--- src/rtl/dds_pkg.sv ---
package dds_pkg;

    // register selects seen by the bridge
    localparam int SEL_W = 2;
    localparam logic [SEL_W-1:0] SEL_CTRL = 2'd0;
    localparam logic [SEL_W-1:0] SEL_STAT = 2'd1;
    localparam logic [SEL_W-1:0] SEL_ADDR = 2'd2;
    localparam logic [SEL_W-1:0] SEL_DATA = 2'd3;

    // field positions decoded by the bridge
    localparam int STAT_TO_BIT     = 0;
    localparam int STAT_RDDIS_BIT  = 8;
    localparam int CTRL_BUSY_BIT   = 13;
    localparam int ADDR_RDFLAG_BIT = 13;
    localparam int ADDR_CH_SHIFT   = 14;

    typedef enum logic [3:0] {
        ST_IDLE,
        ST_CFG_CTRL,
        ST_CFG_STAT,
        ST_ADDR,
        ST_POLL_STAT,
        ST_POLL_ACK,
        ST_POLL_CTRL,
        ST_POLL_WAIT,
        ST_RDEN,
        ST_LAUNCH,
        ST_RDDIS,
        ST_FETCH
    } step_e;

endpackage

--- src/rtl/dds_bus_port.sv ---
module dds_bus_port #(
    parameter int DATA_W = 32,
    parameter int SEL_W  = 2
) (
    input  logic              clk,
    input  logic              rst_n,
    input  logic              cmd_go,
    input  logic              cmd_we,
    input  logic [SEL_W-1:0]  cmd_sel,
    input  logic [DATA_W-1:0] cmd_wdata,
    output logic              cmd_done,
    output logic [DATA_W-1:0] cmd_rdata,
    output logic              bus_req,
    output logic              bus_we,
    output logic [SEL_W-1:0]  bus_addr,
    output logic [DATA_W-1:0] bus_wdata,
    input  logic              bus_ack,
    input  logic [DATA_W-1:0] bus_rdata
);

    typedef struct packed {
        logic              req;
        logic              we;
        logic [SEL_W-1:0]  sel;
        logic [DATA_W-1:0] wdata;
    } port_t;

    port_t q, d;

    always_comb begin
        d = q;
        if (q.req && bus_ack) begin
            d.req = 1'b0;
        end else if (!q.req && cmd_go) begin
            d.req   = 1'b1;
            d.we    = cmd_we;
            d.sel   = cmd_sel;
            d.wdata = cmd_wdata;
        end
    end

    always_ff @(posedge clk or negedge rst_n) begin
        if (!rst_n) q <= '0;
        else        q <= d;
    end

    assign cmd_done  = q.req & bus_ack;
    assign cmd_rdata = bus_rdata;
    assign bus_req   = q.req;
    assign bus_we    = q.we;
    assign bus_addr  = q.sel;
    assign bus_wdata = q.wdata;

endmodule

--- src/rtl/dds_gap_timer.sv ---
module dds_gap_timer #(
    parameter int GAP = 16
) (
    input  logic clk,
    input  logic rst_n,
    input  logic load,
    output logic expired
);

    localparam int GAP_W = $clog2(GAP + 1);

    logic [GAP_W-1:0] cnt_q, cnt_d;

    always_comb begin
        cnt_d = cnt_q;
        if (load)              cnt_d = GAP_W'(GAP);
        else if (cnt_q != '0)  cnt_d = cnt_q - GAP_W'(1);
    end

    always_ff @(posedge clk or negedge rst_n) begin
        if (!rst_n) cnt_q <= '0;
        else        cnt_q <= cnt_d;
    end

    assign expired = (cnt_q == GAP_W'(1));

endmodule

--- src/rtl/dds_id_match.sv ---
module dds_id_match #(
    parameter int DATA_W = 32,
    parameter int LANE_W = 8
) (
    input  logic [DATA_W-1:0] a,
    input  logic [DATA_W-1:0] b,
    output logic              equal
);

    localparam int N_LANE = DATA_W / LANE_W;

    logic [N_LANE-1:0] lane_eq;

    for (genvar i = 0; i < N_LANE; i++) begin : g_lane
        assign lane_eq[i] = (a[i*LANE_W +: LANE_W] == b[i*LANE_W +: LANE_W]);
    end

    assign equal = &lane_eq;

endmodule

--- src/rtl/dds_discovery_seq.sv ---
module dds_discovery_seq
    import dds_pkg::*;
#(
    parameter int              DATA_W     = 32,
    parameter int              N_CH       = 4,
    parameter int              ID_REG_IDX = 0,
    parameter int              POLL_GAP   = 16,
    parameter int              MAX_POLLS  = 100,
    parameter logic [31:0]     CFG_CTRL   = 32'h000F_0109,
    localparam int             CH_W       = (N_CH > 1) ? $clog2(N_CH) : 1
) (
    input  logic              clk,
    input  logic              rst_n,
    input  logic              start,
    input  logic              has_port,
    input  logic [DATA_W-1:0] exp_id,
    output logic              done,
    output logic              found,
    output logic [CH_W-1:0]   channel,
    output logic              bus_req,
    output logic              bus_we,
    output logic [SEL_W-1:0]  bus_addr,
    output logic [DATA_W-1:0] bus_wdata,
    input  logic              bus_ack,
    input  logic [DATA_W-1:0] bus_rdata
);

    localparam int PCW = $clog2(MAX_POLLS + 1);

    typedef struct packed {
        step_e             step;
        logic              pend;
        logic [CH_W-1:0]   ch;
        logic              phase2;
        logic [PCW-1:0]    polls;
        logic [DATA_W-1:0] stat;
        logic [DATA_W-1:0] expect_id;
        logic              done;
        logic              found;
        logic [CH_W-1:0]   chan;
    } seq_t;

    seq_t q, d;

    logic              go, cmd_we, cmd_done;
    logic [SEL_W-1:0]  cmd_sel;
    logic [DATA_W-1:0] cmd_wdata, cmd_rdata;
    logic              tmr_load, tmr_exp;
    logic              id_equal;
    logic              fail;
    logic              bus_step;
    logic [PCW-1:0]    polls_nx;
    logic [DATA_W-1:0] probe_addr;
    logic [DATA_W-1:0] rddis_word;
    logic              busy;

    assign polls_nx   = q.polls + PCW'(1);
    assign probe_addr = DATA_W'(ID_REG_IDX)
                      | (DATA_W'(1) << ADDR_RDFLAG_BIT)
                      | (DATA_W'(q.ch) << ADDR_CH_SHIFT);
    assign rddis_word = DATA_W'(1) << STAT_RDDIS_BIT;
    assign bus_step   = (q.step != ST_IDLE) && (q.step != ST_POLL_WAIT);
    assign busy       = (q.step != ST_IDLE);

    dds_bus_port #(.DATA_W(DATA_W), .SEL_W(SEL_W)) u_port (
        .clk       (clk),
        .rst_n     (rst_n),
        .cmd_go    (go),
        .cmd_we    (cmd_we),
        .cmd_sel   (cmd_sel),
        .cmd_wdata (cmd_wdata),
        .cmd_done  (cmd_done),
        .cmd_rdata (cmd_rdata),
        .bus_req   (bus_req),
        .bus_we    (bus_we),
        .bus_addr  (bus_addr),
        .bus_wdata (bus_wdata),
        .bus_ack   (bus_ack),
        .bus_rdata (bus_rdata)
    );

    dds_gap_timer #(.GAP(POLL_GAP)) u_gap (
        .clk     (clk),
        .rst_n   (rst_n),
        .load    (tmr_load),
        .expired (tmr_exp)
    );

    dds_id_match #(.DATA_W(DATA_W), .LANE_W(8)) u_match (
        .a     (cmd_rdata),
        .b     (q.expect_id),
        .equal (id_equal)
    );

    always_comb begin
        d         = q;
        d.done    = 1'b0;
        go        = 1'b0;
        cmd_we    = 1'b0;
        cmd_sel   = SEL_CTRL;
        cmd_wdata = '0;
        tmr_load  = 1'b0;
        fail      = 1'b0;

        case (q.step)
            ST_IDLE: begin
                if (start) begin
                    d.expect_id = exp_id;
                    d.ch        = '0;
                    d.pend      = 1'b0;
                    if (!has_port) begin
                        d.done  = 1'b1;
                        d.found = 1'b0;
                        d.chan  = '0;
                    end else begin
                        d.step  = ST_CFG_CTRL;
                    end
                end
            end
            ST_CFG_CTRL: begin
                cmd_we    = 1'b1;
                cmd_sel   = SEL_CTRL;
                cmd_wdata = DATA_W'(CFG_CTRL);
                if (cmd_done) d.step = ST_CFG_STAT;
            end
            ST_CFG_STAT: begin
                cmd_we    = 1'b1;
                cmd_sel   = SEL_STAT;
                cmd_wdata = rddis_word | (DATA_W'(1) << STAT_TO_BIT);
                if (cmd_done) d.step = ST_ADDR;
            end
            ST_ADDR: begin
                cmd_we    = 1'b1;
                cmd_sel   = SEL_ADDR;
                cmd_wdata = probe_addr;
                if (cmd_done) begin
                    d.step   = ST_POLL_STAT;
                    d.phase2 = 1'b0;
                    d.polls  = '0;
                end
            end
            ST_POLL_STAT: begin
                cmd_sel = SEL_STAT;
                if (cmd_done) begin
                    d.stat = cmd_rdata;
                    d.step = cmd_rdata[STAT_TO_BIT] ? ST_POLL_ACK : ST_POLL_CTRL;
                end
            end
            ST_POLL_ACK: begin
                // writing the read value back acknowledges the timeout flag
                cmd_we    = 1'b1;
                cmd_sel   = SEL_STAT;
                cmd_wdata = q.stat;
                if (cmd_done) fail = 1'b1;
            end
            ST_POLL_CTRL: begin
                cmd_sel = SEL_CTRL;
                if (cmd_done) begin
                    d.polls = polls_nx;
                    if (!cmd_rdata[CTRL_BUSY_BIT])
                        d.step = q.phase2 ? ST_RDDIS : ST_RDEN;
                    else if (polls_nx == PCW'(MAX_POLLS))
                        fail = 1'b1;
                    else
                        d.step = ST_POLL_WAIT;
                end
            end
            ST_POLL_WAIT: begin
                if (!q.pend) begin
                    tmr_load = 1'b1;
                    d.pend   = 1'b1;
                end else if (tmr_exp) begin
                    d.pend = 1'b0;
                    d.step = ST_POLL_STAT;
                end
            end
            ST_RDEN: begin
                cmd_we    = 1'b1;
                cmd_sel   = SEL_STAT;
                cmd_wdata = '0;
                if (cmd_done) d.step = ST_LAUNCH;
            end
            ST_LAUNCH: begin
                cmd_sel = SEL_DATA;
                if (cmd_done) begin
                    d.step   = ST_POLL_STAT;
                    d.phase2 = 1'b1;
                    d.polls  = '0;
                end
            end
            ST_RDDIS: begin
                cmd_we    = 1'b1;
                cmd_sel   = SEL_STAT;
                cmd_wdata = rddis_word;
                if (cmd_done) d.step = ST_FETCH;
            end
            ST_FETCH: begin
                cmd_sel = SEL_DATA;
                if (cmd_done) begin
                    if (id_equal) begin
                        d.done  = 1'b1;
                        d.found = 1'b1;
                        d.chan  = q.ch;
                        d.step  = ST_IDLE;
                    end else begin
                        fail = 1'b1;
                    end
                end
            end
            default: d.step = ST_IDLE;
        endcase

        // one bridge command per bus step, issued on entry
        if (bus_step && !q.pend) begin
            go     = 1'b1;
            d.pend = 1'b1;
        end
        if (cmd_done) d.pend = 1'b0;

        if (fail) begin
            if (q.ch == CH_W'(N_CH - 1)) begin
                d.done  = 1'b1;
                d.found = 1'b0;
                d.chan  = '0;
                d.step  = ST_IDLE;
            end else begin
                d.ch   = q.ch + CH_W'(1);
                d.step = ST_ADDR;
            end
        end
    end

    always_ff @(posedge clk or negedge rst_n) begin
        if (!rst_n) begin
            q      <= '0;
            q.step <= ST_IDLE;
        end else begin
            q      <= d;
        end
    end

    assign done    = q.done;
    assign found   = q.found;
    assign channel = q.chan;

endmodule

--- config.mk ---
export PLATFORM = sky130hd
export DESIGN_NAME = dds_discovery_seq
export DESIGN_NICKNAME = d
export VERILOG_FILES = /design/src/rtl/dds_pkg.sv /design/src/rtl/dds_bus_port.sv /design/src/rtl/dds_gap_timer.sv /design/src/rtl/dds_id_match.sv /design/src/rtl/dds_discovery_seq.sv
export SDC_FILE = /design/constraint.sdc
export NUM_CORES = 1
export LEC_CHECK = 0
export ABC_AREA = 1
export ABC_CLOCK_PERIOD_IN_PS = 2310
export BUFFER_PORTS_ARGS = -buffer_cell sky130_fd_sc_hd__buf_2
export CAP_MARGIN = 10
export CORE_MARGIN = 1
export CORE_UTILIZATION = 50
export CTS_CLUSTER_SIZE = 10
export DETAILED_ROUTE_END_ITERATION = 16
export HOLD_SLACK_MARGIN = 0.12
export PLACE_DENSITY_LB_ADDON = 0.08
export SYNTH_ARGS = -nofsm -noshare
export SYNTH_HDL_FRONTEND = slang
export SYNTH_SLANG_ARGS = --single-unit
export TNS_END_PERCENT = 5
--- constraint.sdc ---
create_clock -name clk -period 2.31 [get_ports clk]
set_clock_uncertainty 0.1 [all_clocks]
set_input_delay 0 -clock clk [delete_from_list [all_inputs] [get_ports clk]]
set_output_delay 0 -clock clk [all_outputs]
set_load 0.03 [all_outputs]
---- Word level (Yosys, flattened, before mapping) ----
Index checks and enable logic that the tools add are counted.
operators by class
  muxes and demuxes ....................... 56
  bitwise logic cells ..................... 2
  equality and inequality tests ........... 38
  add/subtract/negate cells ............... 3
  reduce and logical (&&, ||, !) cells .... 26
operators by type and width
  cell                 number
  $pmux 32 s5          1
  $mux 4               20
  $pmux 4 s11          1
  $mux 36              1
  $ne 3x3->1 const B   12
  $eq 8x8->1           4
  $pmux 7 s3           1
  $eq 4x3->1 const B   4
  $eq 4x4->1 const B   4
  $mux 8               2
  $mux 5               3
  $reduce_and 15->1    1
  $mux 1               14
  $mux 7               2
  $mux 2               6
  $eq 4x2->1 const B   2
  $ne 2x2->1 const B   4
  $ne 4x4->1 const B   2
  $pmux 4 s2           1
  $reduce_and 2->1     4
  $reduce_and 4->1     2
  $reduce_bool 4->1    2
  $add 7x1->7 const B  1
  $eq 7x7->1 const B   1
  other kinds (22)     30
storage, ports and cells
  input port bits ......................... 69
  word-level logic and storage cells ...... 140
  output and inout bits ................... 40
  register bits after elaboration ......... 124

---- Depth between registers and ports, before layout ----
Gate-level depths: netlist (run 1).
  depth after elaboration ................. 8
  depth in mapped cells ................... 14
  mapped depth without buffers ............ 14

---- Modules after synthesis ----
A second synthesis (run 1) with hierarchy kept.
second synthesis, totals
  cells, all modules ...................... 872
  area total of the unflattened synthesis .. 6586.3 um2
by module, submodules not included
  module             cells each  sequential area each (um2)  instances  area each (um2)
  dds_discovery_seq  482         2077.0                      1          3906.2
  dds_bus_port       188         900.9                       1          1741.7
  dds_id_match       168         0.0                         1          645.6
  dds_gap_timer      34          125.1                       1          292.8

---- Worst setup path before layout (run 1) ----
OpenSTA, ideal clock, no wires.
  kind .................................... register to register
  start point ............................. register u_port.q (netlist bit u_port.bus_req)
  end point ............................... register q[38] in the netlist's numbering
  arrival ................................. 1.502 ns
  setup time .............................. 0.128 ns
  clock period less this slack ............ 1.730 ns
  buffers on the path ..................... 1
  slack ................................... 0.580 ns
  required time ........................... 2.082 ns
  stages on the path, launching flop included .. 6
  cell sequence ........................... dfrtp_1 nand2_1 inv_2 nand2_2 buf_2 mux2_1
between the ends
  word-level cells in the longest chain between the ends .. 2
RTL lines
  item                        RTL line                 text
  start, declared             dds_bus_port.sv:28       port_t q, d;
  start signal, assigned      dds_bus_port.sv:43       if (!rst_n) q <= '0;
  start signal, assigned      dds_bus_port.sv:44       else q <= d;
  $and 1x1->1                 dds_bus_port.sv:47       assign cmd_done = q.req & bus_ack;
  $reduce_and 2->1 (no line)  n/a
  end, declared               dds_discovery_seq.sv:43  seq_t q, d;
Every way passes these cells.
A chain may end at the register's enable or synchronous reset.

==> results.sh, run 1 <==
export IMPL_areaGrowthSynthToFinish_pct=34.8
export IMPL_syn_avg_cell_area_um2=8.59
export IMPL_crit_fanout=5
export IMPL_cts_path_max_buffers=2
export IMPL_overflow=0
export IMPL_coreArea_um2=11100
export IMPL_num_vias=4973
export IMPL_grt_pass1_wl_mm=23.3
export IMPL_ios=109
export IMPL_finalHoldViolCount=0
export IMPL_p_leak_nw=4.03
export IMPL_setup_viol=0
export IMPL_final_max_slew_violation_count=0
export IMPL_max_clock_freq_ghz=0.466
export IMPL_route_detailed_wl_per_inst_um=14.1
export IMPL_drive_above_1_share_pct=20.4
export IMPL_drtIter0Drc=308
export IMPL_numCtsBuffers=17
export IMPL_antenna_cells=0
export IMPL_grt_pass1_vias=4864
export IMPL_use_met3_pct=7.41
export IMPL_hold_slack_ns=0.207
export IMPL_yosys_warnings=0
export IMPL_multi_input_area_um2=2360
export IMPL_yosysSeqAreaShare_pct=53.4
export IMPL_die_w_um=110
export IMPL_critPathSlowestCell="dlygate4sd3_1"
export IMPL_cts_htree_levels=4
export IMPL_met2_usage_pct=44.0
export IMPL_path_class="reg -> reg"
export IMPL_yosysUniqueCellTypes=35
export IMPL_grt_max_degree=96
export IMPL_nNetsFinal=936
export IMPL_synth_top_family_by_area="simple AND/OR/NAND/NOR gates"
export IMPL_synth_seq_cells=124
export IMPL_clk_latency_ns=0.42
export IMPL_synthXorXnorAreaFrac_pct=4.07
export IMPL_cap_violations=0
export IMPL_initial_utilization_pct=52.4
export IMPL_max_stage_delay_ns=0.55
export IMPL_worstMarginPinSlew_ns=0.506
export IMPL_antenna_found_initial=0
export IMPL_cts_root_buf="clkbuf_16"
export IMPL_syn_num_nets=751
export IMPL_viasPerCell=4.91
export IMPL_globalplace_congestion=0.938
export IMPL_firstDrtPassIters=5
export IMPL_dieArea_um2=12100
export IMPL_status="complete, no violations"
export IMPL_grt_usage_pct=26.3
export IMPL_power_mw=9.08
export IMPL_crit_arrival_ns=2.37
export IMPL_grt_use_met1_pct=32.3
export IMPL_period_share_pct=93.0
export IMPL_portBuffers=108
export IMPL_hp_class="in -> reg"
export IMPL_drt_wl_total_mm=14.3
export IMPL_rows=38
export IMPL_fillCellCount=864
export IMPL_min_period_ns=2.15
export IMPL_syn_cell_area_um2=5810
export IMPL_muxShareOfSynthArea_pct=4.05
export IMPL_end_kind="flip-flop"
export IMPL_clock_sinks=124
export IMPL_busiest_layer="met2"
export IMPL_seq_area_um2=3100
export IMPL_synthCells=676
export IMPL_die_h_um=110
export IMPL_power_density_nw_per_um2=1160
export IMPL_cts_clk_slew_worst_paths_ns=0.05
export IMPL_synth_compound_area_share_pct=8.49
export IMPL_crit_chain="nor2_2 > inv_2 > nor2_4 > nand2_2 > nor2_1 > dlygate4sd3_1 > inv_1 > nand2_1 > inv_1 > nand2_1 > o21ai_0 > nand2_1 > inv_1"
export IMPL_ir_drop_uv=829
export IMPL_synthAdderAreaFrac_pct=1.29
export IMPL_synth_simple_area_share_pct=22.6
export IMPL_cp_start_kind="flip-flop"
export IMPL_drc_errors=0
export IMPL_ant_nets=0
export IMPL_cts_tree="built"
export IMPL_dp_hpwl_mm=9.18
export IMPL_critical_path_required_ns=2.53
export IMPL_reg2reg_slack_ns=0.16
export IMPL_relSlewSlack_pct=66.2
-- area by class of cell --
cell class | count | share of cell area (%)
Sequential cell | 124 | 39.6
Timing Repair Buffer | 189 | 17.4
Multi-Input combinational cell | 467 | 30.1
Inverter | 62 | 2.97
Clock inverter | 7 | 1.44
Clock buffer | 24 | 6.15
Tap cell | 140 | 2.24
-- critical path: cells and delay by family (launching register included) --
kind | cells | cell delay (ns)
and+or+nand+nor | 7 | 0.68
DFF | 1 | 0.44
AOI/OAI and AO/OA | 1 | 0.07
buffers and inverters | 5 | 0.77
-- Yosys cell counts (all sizes together) --
cell type / count / area [µm²]
a2111oi: 1 / 8.76
dfrtp: 124 / 3100
nand4: 1 / 6.26
xor2: 4 / 35.0
a21o: 1 / 7.51
a21oi: 14 / 70.1
nor2: 48 / 213
nor3: 3 / 15.0
o21ai: 70 / 354
nand2: 244 / 936
xnor2: 23 / 201
ha: 6 / 75.1
mux2i: 1 / 10.0
nand3: 22 / 133
clkbuf: 8 / 30.0
o22ai: 3 / 18.8
o2111ai: 1 / 8.76
a211o: 1 / 8.76
mux2: 20 / 225
a41oi: 1 / 8.76
nor4: 2 / 12.5
a211oi: 1 / 7.51
inv: 62 / 233
buf: 15 / 87.6
-- power breakdown --
group          internal (mW)  leakage [nW]  switching [mW]  total [mW]
clock network           1.77         0.290           0.909        2.68
logic                   1.14          2.13            1.89        3.03
registers               2.89          1.61           0.474        3.37
total                   5.80          4.03            3.27        9.08
-- per-stage QoR --
step           utilization, %  area, µm²  setup TNS, ns  setup slack (ns)  cells
4_1_cts                  70.5       7810              0            0.0963   1011
6_report                 70.7       7830              0             0.162   1013
2_1_floorplan               -       5810              0             0.580    676
3_5_place_dp             58.6       6490              0             0.413    909
5_1_grt                  70.7       7830        -0.0606           -0.0413   1013
3_3_place_gp             58.6       6490              0             0.460    909
-- flip-flops by register name, summed over array words and instances (netlist names) --
| name | count |
|---|---|
| q | 77 |
| done | 1 |
| u_port.bus_wdata | 32 |
| u_port.bus_req | 1 |
| found | 1 |
| probe_addr | 2 |
| u_port.bus_addr | 2 |
| u_port.bus_we | 1 |
| channel | 2 |
| u_gap.cnt_q | 5 |
-- kinds of logic after synthesis --
group | count (synthesis)
AOI/OAI and AO/OA | 93
muxes | 21
adders and majority gates | 6
and+or+nand+nor | 320
xor gates and xnor gates | 27
buffers and inverters | 85
DFF | 124
-- what timing repair did --
item / 4_1_cts / 5_1_grt
buffers inserted: 0 / 2
hold endpoints to repair: 204 / 0
gates resized for setup: 0 / 4
setup endpoints to repair: 0 / 2
hold buffers: 71 / 0
-- path summary, 6_finish.rpt --
path                                 startpoint                    to  depth (start not counted)
max                                       q[80]            channel[1]                         13
min in group asynchronous                 rst_n        u_gap.cnt_q[2]                          4
min                                  exp_id[27]                 q[31]                          4
max in group asynchronous                 rst_n                 q[80]                          4
max reg2reg                               q[80]            channel[1]                         13
min reg2reg                u_port.bus_wdata[15]  u_port.bus_wdata[15]                          2
-- cells in the final DEF, fill, tap and decap left out, types with 10 or more instances in the layout --
cell type      count
a21oi_1           14
mux2_1            16
o21ai_0           59
dfrtp_1          123
buf_2            107
xnor2_1           23
nor2_1            38
dlygate4sd3_1     70
nand2_1          239
nand3_1           19
inv_1             54
o21ai_1           10
clkbuf_16         17
-- layer usage --
metal | wire length, µm | share of wire [%]
met1 | 6350 | 44
met5 | 0 | 0
met3 | 700 | 4.9
met4 | 203 | 1.4
met2 | 7070 | 49
Power figures use the tool's default switching activity.
==> inputs of run 2 (changes only) <==
Settings changed: ABC_AREA 1 to unset.
==> results.sh, run 2 <==
export IMPL_clock_sinks=124
export IMPL_yosysSeqAreaShare_pct=53.7
export IMPL_r2r_start="q[79]"
export IMPL_synth_edff_count=0
export IMPL_cp_start_kind="flip-flop"
export IMPL_final_cell_mix="123 x dfrtp_1, 107 x buf_2, 74 x nand2_1"
export IMPL_cts_tree="built"
export IMPL_fin_setup_tns_ns=0
export IMPL_setup_viol=0
export IMPL_cap_violations=0
export IMPL_drive_above_1_share_pct=32.8
export IMPL_reg2reg_depth=6
export IMPL_seqPwrFrac_pct=37.4
export IMPL_areaGrowthSynthToFinish_pct=37.0
export IMPL_num_vias=4809
export IMPL_cts_path_max_buffers=2
export IMPL_power_density_nw_per_um2=1120
export IMPL_ir_drop_uv=805
export IMPL_cts_clk_slew_worst_paths_ns=0.06
export IMPL_dp_hpwl_mm=10.3
export IMPL_rsz0062_at_grt="false"
export IMPL_yosysTopAreaCell="dfrtp_1"
export IMPL_reg2reg_slack_ns=0.10
export IMPL_status="complete, no violations"
export IMPL_overflow=0
export IMPL_ios=109
export IMPL_relSlewSlack_pct=54.4
export IMPL_drt_wl_total_mm=15.6
export IMPL_grt_max_degree=125
export IMPL_power_frac_comb_pct=33.9
export IMPL_coreArea_um2=11000
export IMPL_initial_utilization_pct=52.3
export IMPL_p_switching_mw=2.97
export IMPL_p_leak_nw=3.67
export IMPL_antenna_cells=0
export IMPL_synth_async_reset_ratio_pct=100
export IMPL_synth_seq_cells=124
export IMPL_die_w_um=109
export IMPL_synthFlopType="dfrtp_1"
export IMPL_die_h_um=109
export IMPL_end_kind="flip-flop"
export IMPL_cts_root_buf="clkbuf_16"
export IMPL_grt_pass1_vias=4639
export IMPL_clock_power_share_pct=28.8
export IMPL_syn_num_nets=606
export IMPL_synth_common_cells="124 x dfrtp_1, 74 x nand2_1, 64 x mux2_2"
export IMPL_worstMarginPinSlew_ns=0.683
export IMPL_final_max_slew_violation_count=0
export IMPL_internal_power_mw=5.85
export IMPL_firstDrtPassIters=5
export IMPL_dieArea_um2=12000
export IMPL_cts_htree_levels=4
export IMPL_fillCellCount=794
export IMPL_min_period_ns=2.21
export IMPL_grt_usage_pct=27.9
export IMPL_yosys_warnings=0
export IMPL_yosysUniqueCellTypes=52
export IMPL_critical_path_required_ns=2.56
export IMPL_globalplace_congestion=0.873
export IMPL_period_share_pct=95.5
export IMPL_syn_avg_cell_area_um2=10.9
export IMPL_swShare_pct=33.7
export IMPL_synth_area_leaders="dfrtp_1 54%, mux2_2 12%, xnor2_1 5.3%"
export IMPL_drc_errors=0
export IMPL_antenna_found_initial=0
export IMPL_grt_pass1_wl_mm=24.4
export IMPL_yosysMostFrequentCell="dfrtp_1"
export IMPL_synthCells=531
export IMPL_largest_reg_flops=77
export IMPL_nNetsFinal=802
export IMPL_top_register="q"
export IMPL_layout_commonest_cell="dfrtp_1"
export IMPL_drtIter0Drc=326
export IMPL_crit_fanout=6
export IMPL_portBuffers=108
export IMPL_synth_top_area_share_pct=53.7
export IMPL_numCtsBuffers=17
export IMPL_path_class="reg -> reg"
export IMPL_rows=38
export IMPL_ant_nets=0
export IMPL_route_detailed_wl_per_inst_um=17.8
export IMPL_syn_cell_area_um2=5770
export IMPL_viasPerCell=5.48
export IMPL_hp_class="in -> async"
export IMPL_power_mw=8.82
export IMPL_r2r_end="u_port.bus_wdata[14]"
export IMPL_finalHoldViolCount=0
export IMPL_clk_latency_ns=0.41
export IMPL_crit_arrival_ns=2.45
export IMPL_max_clock_freq_ghz=0.453
## run 2: cell types whose count changed after synthesis, moves of 16 or more
cell | previous run | this run
inv_1 | 55 | 9
mux2_2 | 4 | 64
nor2_1 | 39 | 17
mux2_1 | 16 | 0
nand2_1 | 240 | 74
## run 2: critical path: stages, from the launching register on
cell,delay [ns]
dfrtp_1,0.43
buf_4,0.17
nor4_1,0.06
or4_2,0.68
or3_4,0.43
nor2_2,0.13
a22o_1,0.14
## run 2: how the worst max path moves through the flow
stage	start	to	slack [ns]	depth (start not counted)
after global routing	q[82]	u_port.bus_wdata[14]	0.007	6
after global placement	q[80]	probe_addr[14]	0.06	8
final	q[79]	u_port.bus_wdata[14]	0.10	6
after detailed placement	q[80]	probe_addr[14]	-0.02	8
after floorplan	q[68]	q[80]	0.28	8
after CTS	q[80]	probe_addr[14]	0.02	8
## run 2: power groups by stage
stage                     sequential, mW  combinational, mW  clock (mW)
after floorplan                     3.36               1.81           0
after global placement              3.27               2.79           0
after detailed placement            3.29               2.83           0
after CTS                           3.26               2.94        2.57
after global routing                3.37               3.28        2.68
final                               3.30               2.99        2.54
## run 2: kinds of logic (layout without fill, tap and decap cells)
logic type / Yosys count / count (layout) / synth area share [%]
flip-flops: 124 / 124 / 53.7
XOR/XNOR: 35 / 35 / 5.31
multiplexers: 69 / 69 / 13.3
adder cells (fa/ha/maj): 6 / 6 / 1.30
buffers and inverters: 38 / 244 / 2.64
AO/OA/AOI/OAI: 102 / 102 / 10.6
AND/OR/NAND/NOR: 157 / 157 / 13.0
## run 2: final cells by class
class	count	area (µm²)	share of cell area [%]
Inverter	9	33.8	0.427
Tap cell	140	175	2.21
Timing Repair Buffer	206	1470	18.6
Multi-Input combinational cell	369	2570	32.5
Sequential cell	124	3100	39.2
Clock inverter	7	92.6	1.17
Clock buffer	22	464	5.87
## run 2: per-stage QoR
step	hold slack, ns	cell area (µm²)	setup WS [ns]	util [%]	std cells
detailed placement	0.0555	6630	-0.0212	60.1	780
global placement	0.0566	6630	0.0614	60.1	780
CTS	0.168	7870	0.0173	71.4	877
global route	0.165	7910	0.00650	71.7	877
finish	0.0985	7910	0.104	71.7	877
floorplan	-0.396	5770	0.275	-	531
## run 2: routing by layer
metal | part of all wire (%) | track usage (%) | routed length (µm) | up-vias
met1 | 48 | 40.4 | 7430 | 2352
met2 | 46 | 41.3 | 7140 | 168
met5 | 0 | 0 | 0 | -
met4 | 1.6 | 10.3 | 244 | 0
met3 | 5.2 | 5.93 | 814 | 15
li1 | - | - | - | 2274
## run 2: repair_timing
item | in CTS | in global routing
hold endpoints to repair | 198 | 0
endpoints found under the setup margin | 5 | 7
resized for setup | 1 | 8
hold buffers | 68 | 0
buffers inserted | 0 | 0
==> inputs of run 3 (changes only) <==
Settings changed: CAP_MARGIN 10 to 20, CTS_BUF_LIST set to sky130_fd_sc_hd__clkbuf_8.
==> results.sh, run 3 (synthesis gave the netlist of run 2 again) <==
export IMPL_p_switching_mw=2.88
export IMPL_viasPerCell=5.44
export IMPL_max_stage_delay_ns=0.68
export IMPL_drc_errors=0
export IMPL_die_w_um=109
export IMPL_route_detailed_wl_per_inst_um=17.4
export IMPL_dieArea_um2=12000
export IMPL_rows=38
export IMPL_internal_power_mw=5.21
export IMPL_coreArea_um2=11000
export IMPL_clock_sinks=124
export IMPL_grt_usage_pct=27.2
export IMPL_antenna_cells=0
export IMPL_fillCellCount=808
export IMPL_cts_clk_slew_worst_paths_ns=0.07
export IMPL_num_vias=4775
export IMPL_top_register="q"
export IMPL_power_density_nw_per_um2=1040
export IMPL_ir_drop_uv=681
export IMPL_drt_wl_total_mm=15.3
export IMPL_crit_chain="buf_4 > nor4_1 > or4_2 > or3_4 > nor2_2 > a22o_1"
export IMPL_worstMarginPinSlew_ns=0.663
export IMPL_portBuffers=108
export IMPL_relSlewSlack_pct=55.8
export IMPL_drtIter0Drc=343
export IMPL_clk_latency_ns=0.44
export IMPL_end_kind="flip-flop"
export IMPL_seqPwrFrac_pct=40.7
export IMPL_path_class="reg -> reg"
export IMPL_grt_pass1_wl_mm=23.7
export IMPL_globalplace_congestion=0.873
export IMPL_setup_viol=0
export IMPL_crit_fanout=6
export IMPL_cts_tree="built"
export IMPL_power_frac_comb_pct=36.9
export IMPL_initial_utilization_pct=52.3
export IMPL_finalHoldViolCount=0
export IMPL_nNetsFinal=803
export IMPL_numCtsBuffers=17
export IMPL_critPathSlowestCell="or4_2"
export IMPL_hp_class="in -> reg"
export IMPL_cts_root_buf="clkbuf_8"
export IMPL_largest_reg_flops=77
export IMPL_overflow=0
export IMPL_grt_pass1_vias=4609
export IMPL_die_h_um=109
export IMPL_final_cells=878
export IMPL_ios=109
export IMPL_rsz0062_at_grt="false"
export IMPL_crit_arrival_ns=2.48
export IMPL_final_cell_mix="122 x dfrtp_1, 107 x buf_2, 74 x nand2_1"
export IMPL_grt_max_degree=125
export IMPL_cp_start_kind="flip-flop"
export IMPL_antenna_found_initial=0
export IMPL_cts_htree_levels=4
export IMPL_clock_power_share_pct=22.4
export IMPL_critical_path_required_ns=2.58
export IMPL_swShare_pct=35.6
export IMPL_drive_above_1_share_pct=33.1
export IMPL_ant_nets=0
export IMPL_layout_commonest_cell="dfrtp_1"
export IMPL_finish_utilization_pct=70.2
export IMPL_firstDrtPassIters=5
export IMPL_max_clock_freq_ghz=0.454
export IMPL_cap_violations=0
export IMPL_post_cts_buffers=0
export IMPL_status="complete, no violations"
export IMPL_dp_hpwl_mm=10.3
export IMPL_power_mw=8.09
export IMPL_period_share_pct=95.4
export IMPL_min_period_ns=2.20
export IMPL_dp_cells=780
export IMPL_areaGrowthSynthToFinish_pct=34.2
export IMPL_cts_path_max_buffers=2
export IMPL_final_max_slew_violation_count=0
export IMPL_p_leak_nw=3.60
run 3: cell count changes in the layout (fill, tap and decap cells not counted), sizes merged:
cell | before | now
dlygate4sd3 | 68 | 69
clkbuf | 22 | 19
inv | 9 | 12
run 3: final cells by class:
| class | instances | area [µm²] | area share (%) |
|---|---|---|---|
| Clock buffer | 19 | 262 | 3.37 |
| Clock inverter | 10 | 104 | 1.34 |
| Inverter | 9 | 33.8 | 0.436 |
| Multi-Input combinational cell | 369 | 2580 | 33.4 |
| Sequential cell | 124 | 3110 | 40.1 |
| Tap cell | 140 | 175 | 2.26 |
| Timing Repair Buffer | 207 | 1480 | 19.2 |
run 3: routing by layer:
| metal | vias to the layer above | GRT usage (%) | routed length, µm |
|---|---|---|---|
| li1 | 2269 | - | - |
| met1 | 2336 | 39.5 | 7380 |
| met2 | 148 | 40.3 | 6890 |
| met3 | 22 | 5.57 | 680 |
| met4 | 0 | 9.71 | 315 |
| met5 | - | 0 | 0 |
run 3: power by group through the flow:
stage                     combinational [mW]  sequential (mW)  clock, mW
after floorplan                         1.81             3.36          0
after global placement                  2.79             3.27          0
after detailed placement                2.83             3.29          0
after CTS                               2.94             3.25       1.84
after global routing                    3.28             3.37       1.94
final                                   2.99             3.30       1.81
run 3: stage by stage:
stage / area (µm²) / setup WS [ns] / hold slack, ns / setup TNS, ns
finish: 7750 / 0.106 / 0.230 / 0
global route: 7750 / 0.0127 / 0.213 / 0
CTS: 7680 / 0.0160 / 0.127 / 0
detailed placement: 6630 / -0.0212 / 0.0555 / -0.0314
global placement: 6630 / 0.0614 / 0.0566 / 0
floorplan: 5770 / 0.275 / -0.396 / 0
run 3: final timing paths:
| check | start | end | slack (ns) | depth (start not counted) |
|---|---|---|---|---|
| max | q[79] | u_port.bus_wdata[14] | 0.11 | 6 |
| min | exp_id[26] | q[30] | 0.23 | 3 |
| max reg2reg | q[79] | u_port.bus_wdata[14] | 0.11 | 6 |
| min reg2reg | u_port.bus_wdata[0] | u_port.bus_wdata[0] | 0.38 | 2 |
| max in group asynchronous | rst_n | q[80] | 0.94 | 4 |
| min in group asynchronous | rst_n | u_gap.cnt_q[0] | 0.61 | 4 |
run 3: what timing repair did:
action | in CTS | in global routing
endpoints found under the setup margin | 5 | 7
hold buffers | 68 | 1
resized for setup | 1 | 10
endpoints found under the hold margin | 201 | 4
pin swaps | 0 | 1
run 3: worst max-delay path: cells and delay by family, from the launching register on:
| kind | cells | cell delay [ns] |
|---|---|---|
| DFF | 1 | 0.43 |
| AOI/OAI and AO/OA | 1 | 0.13 |
| buffers and inverters | 1 | 0.17 |
| and+or+nand+nor | 4 | 1.31 |
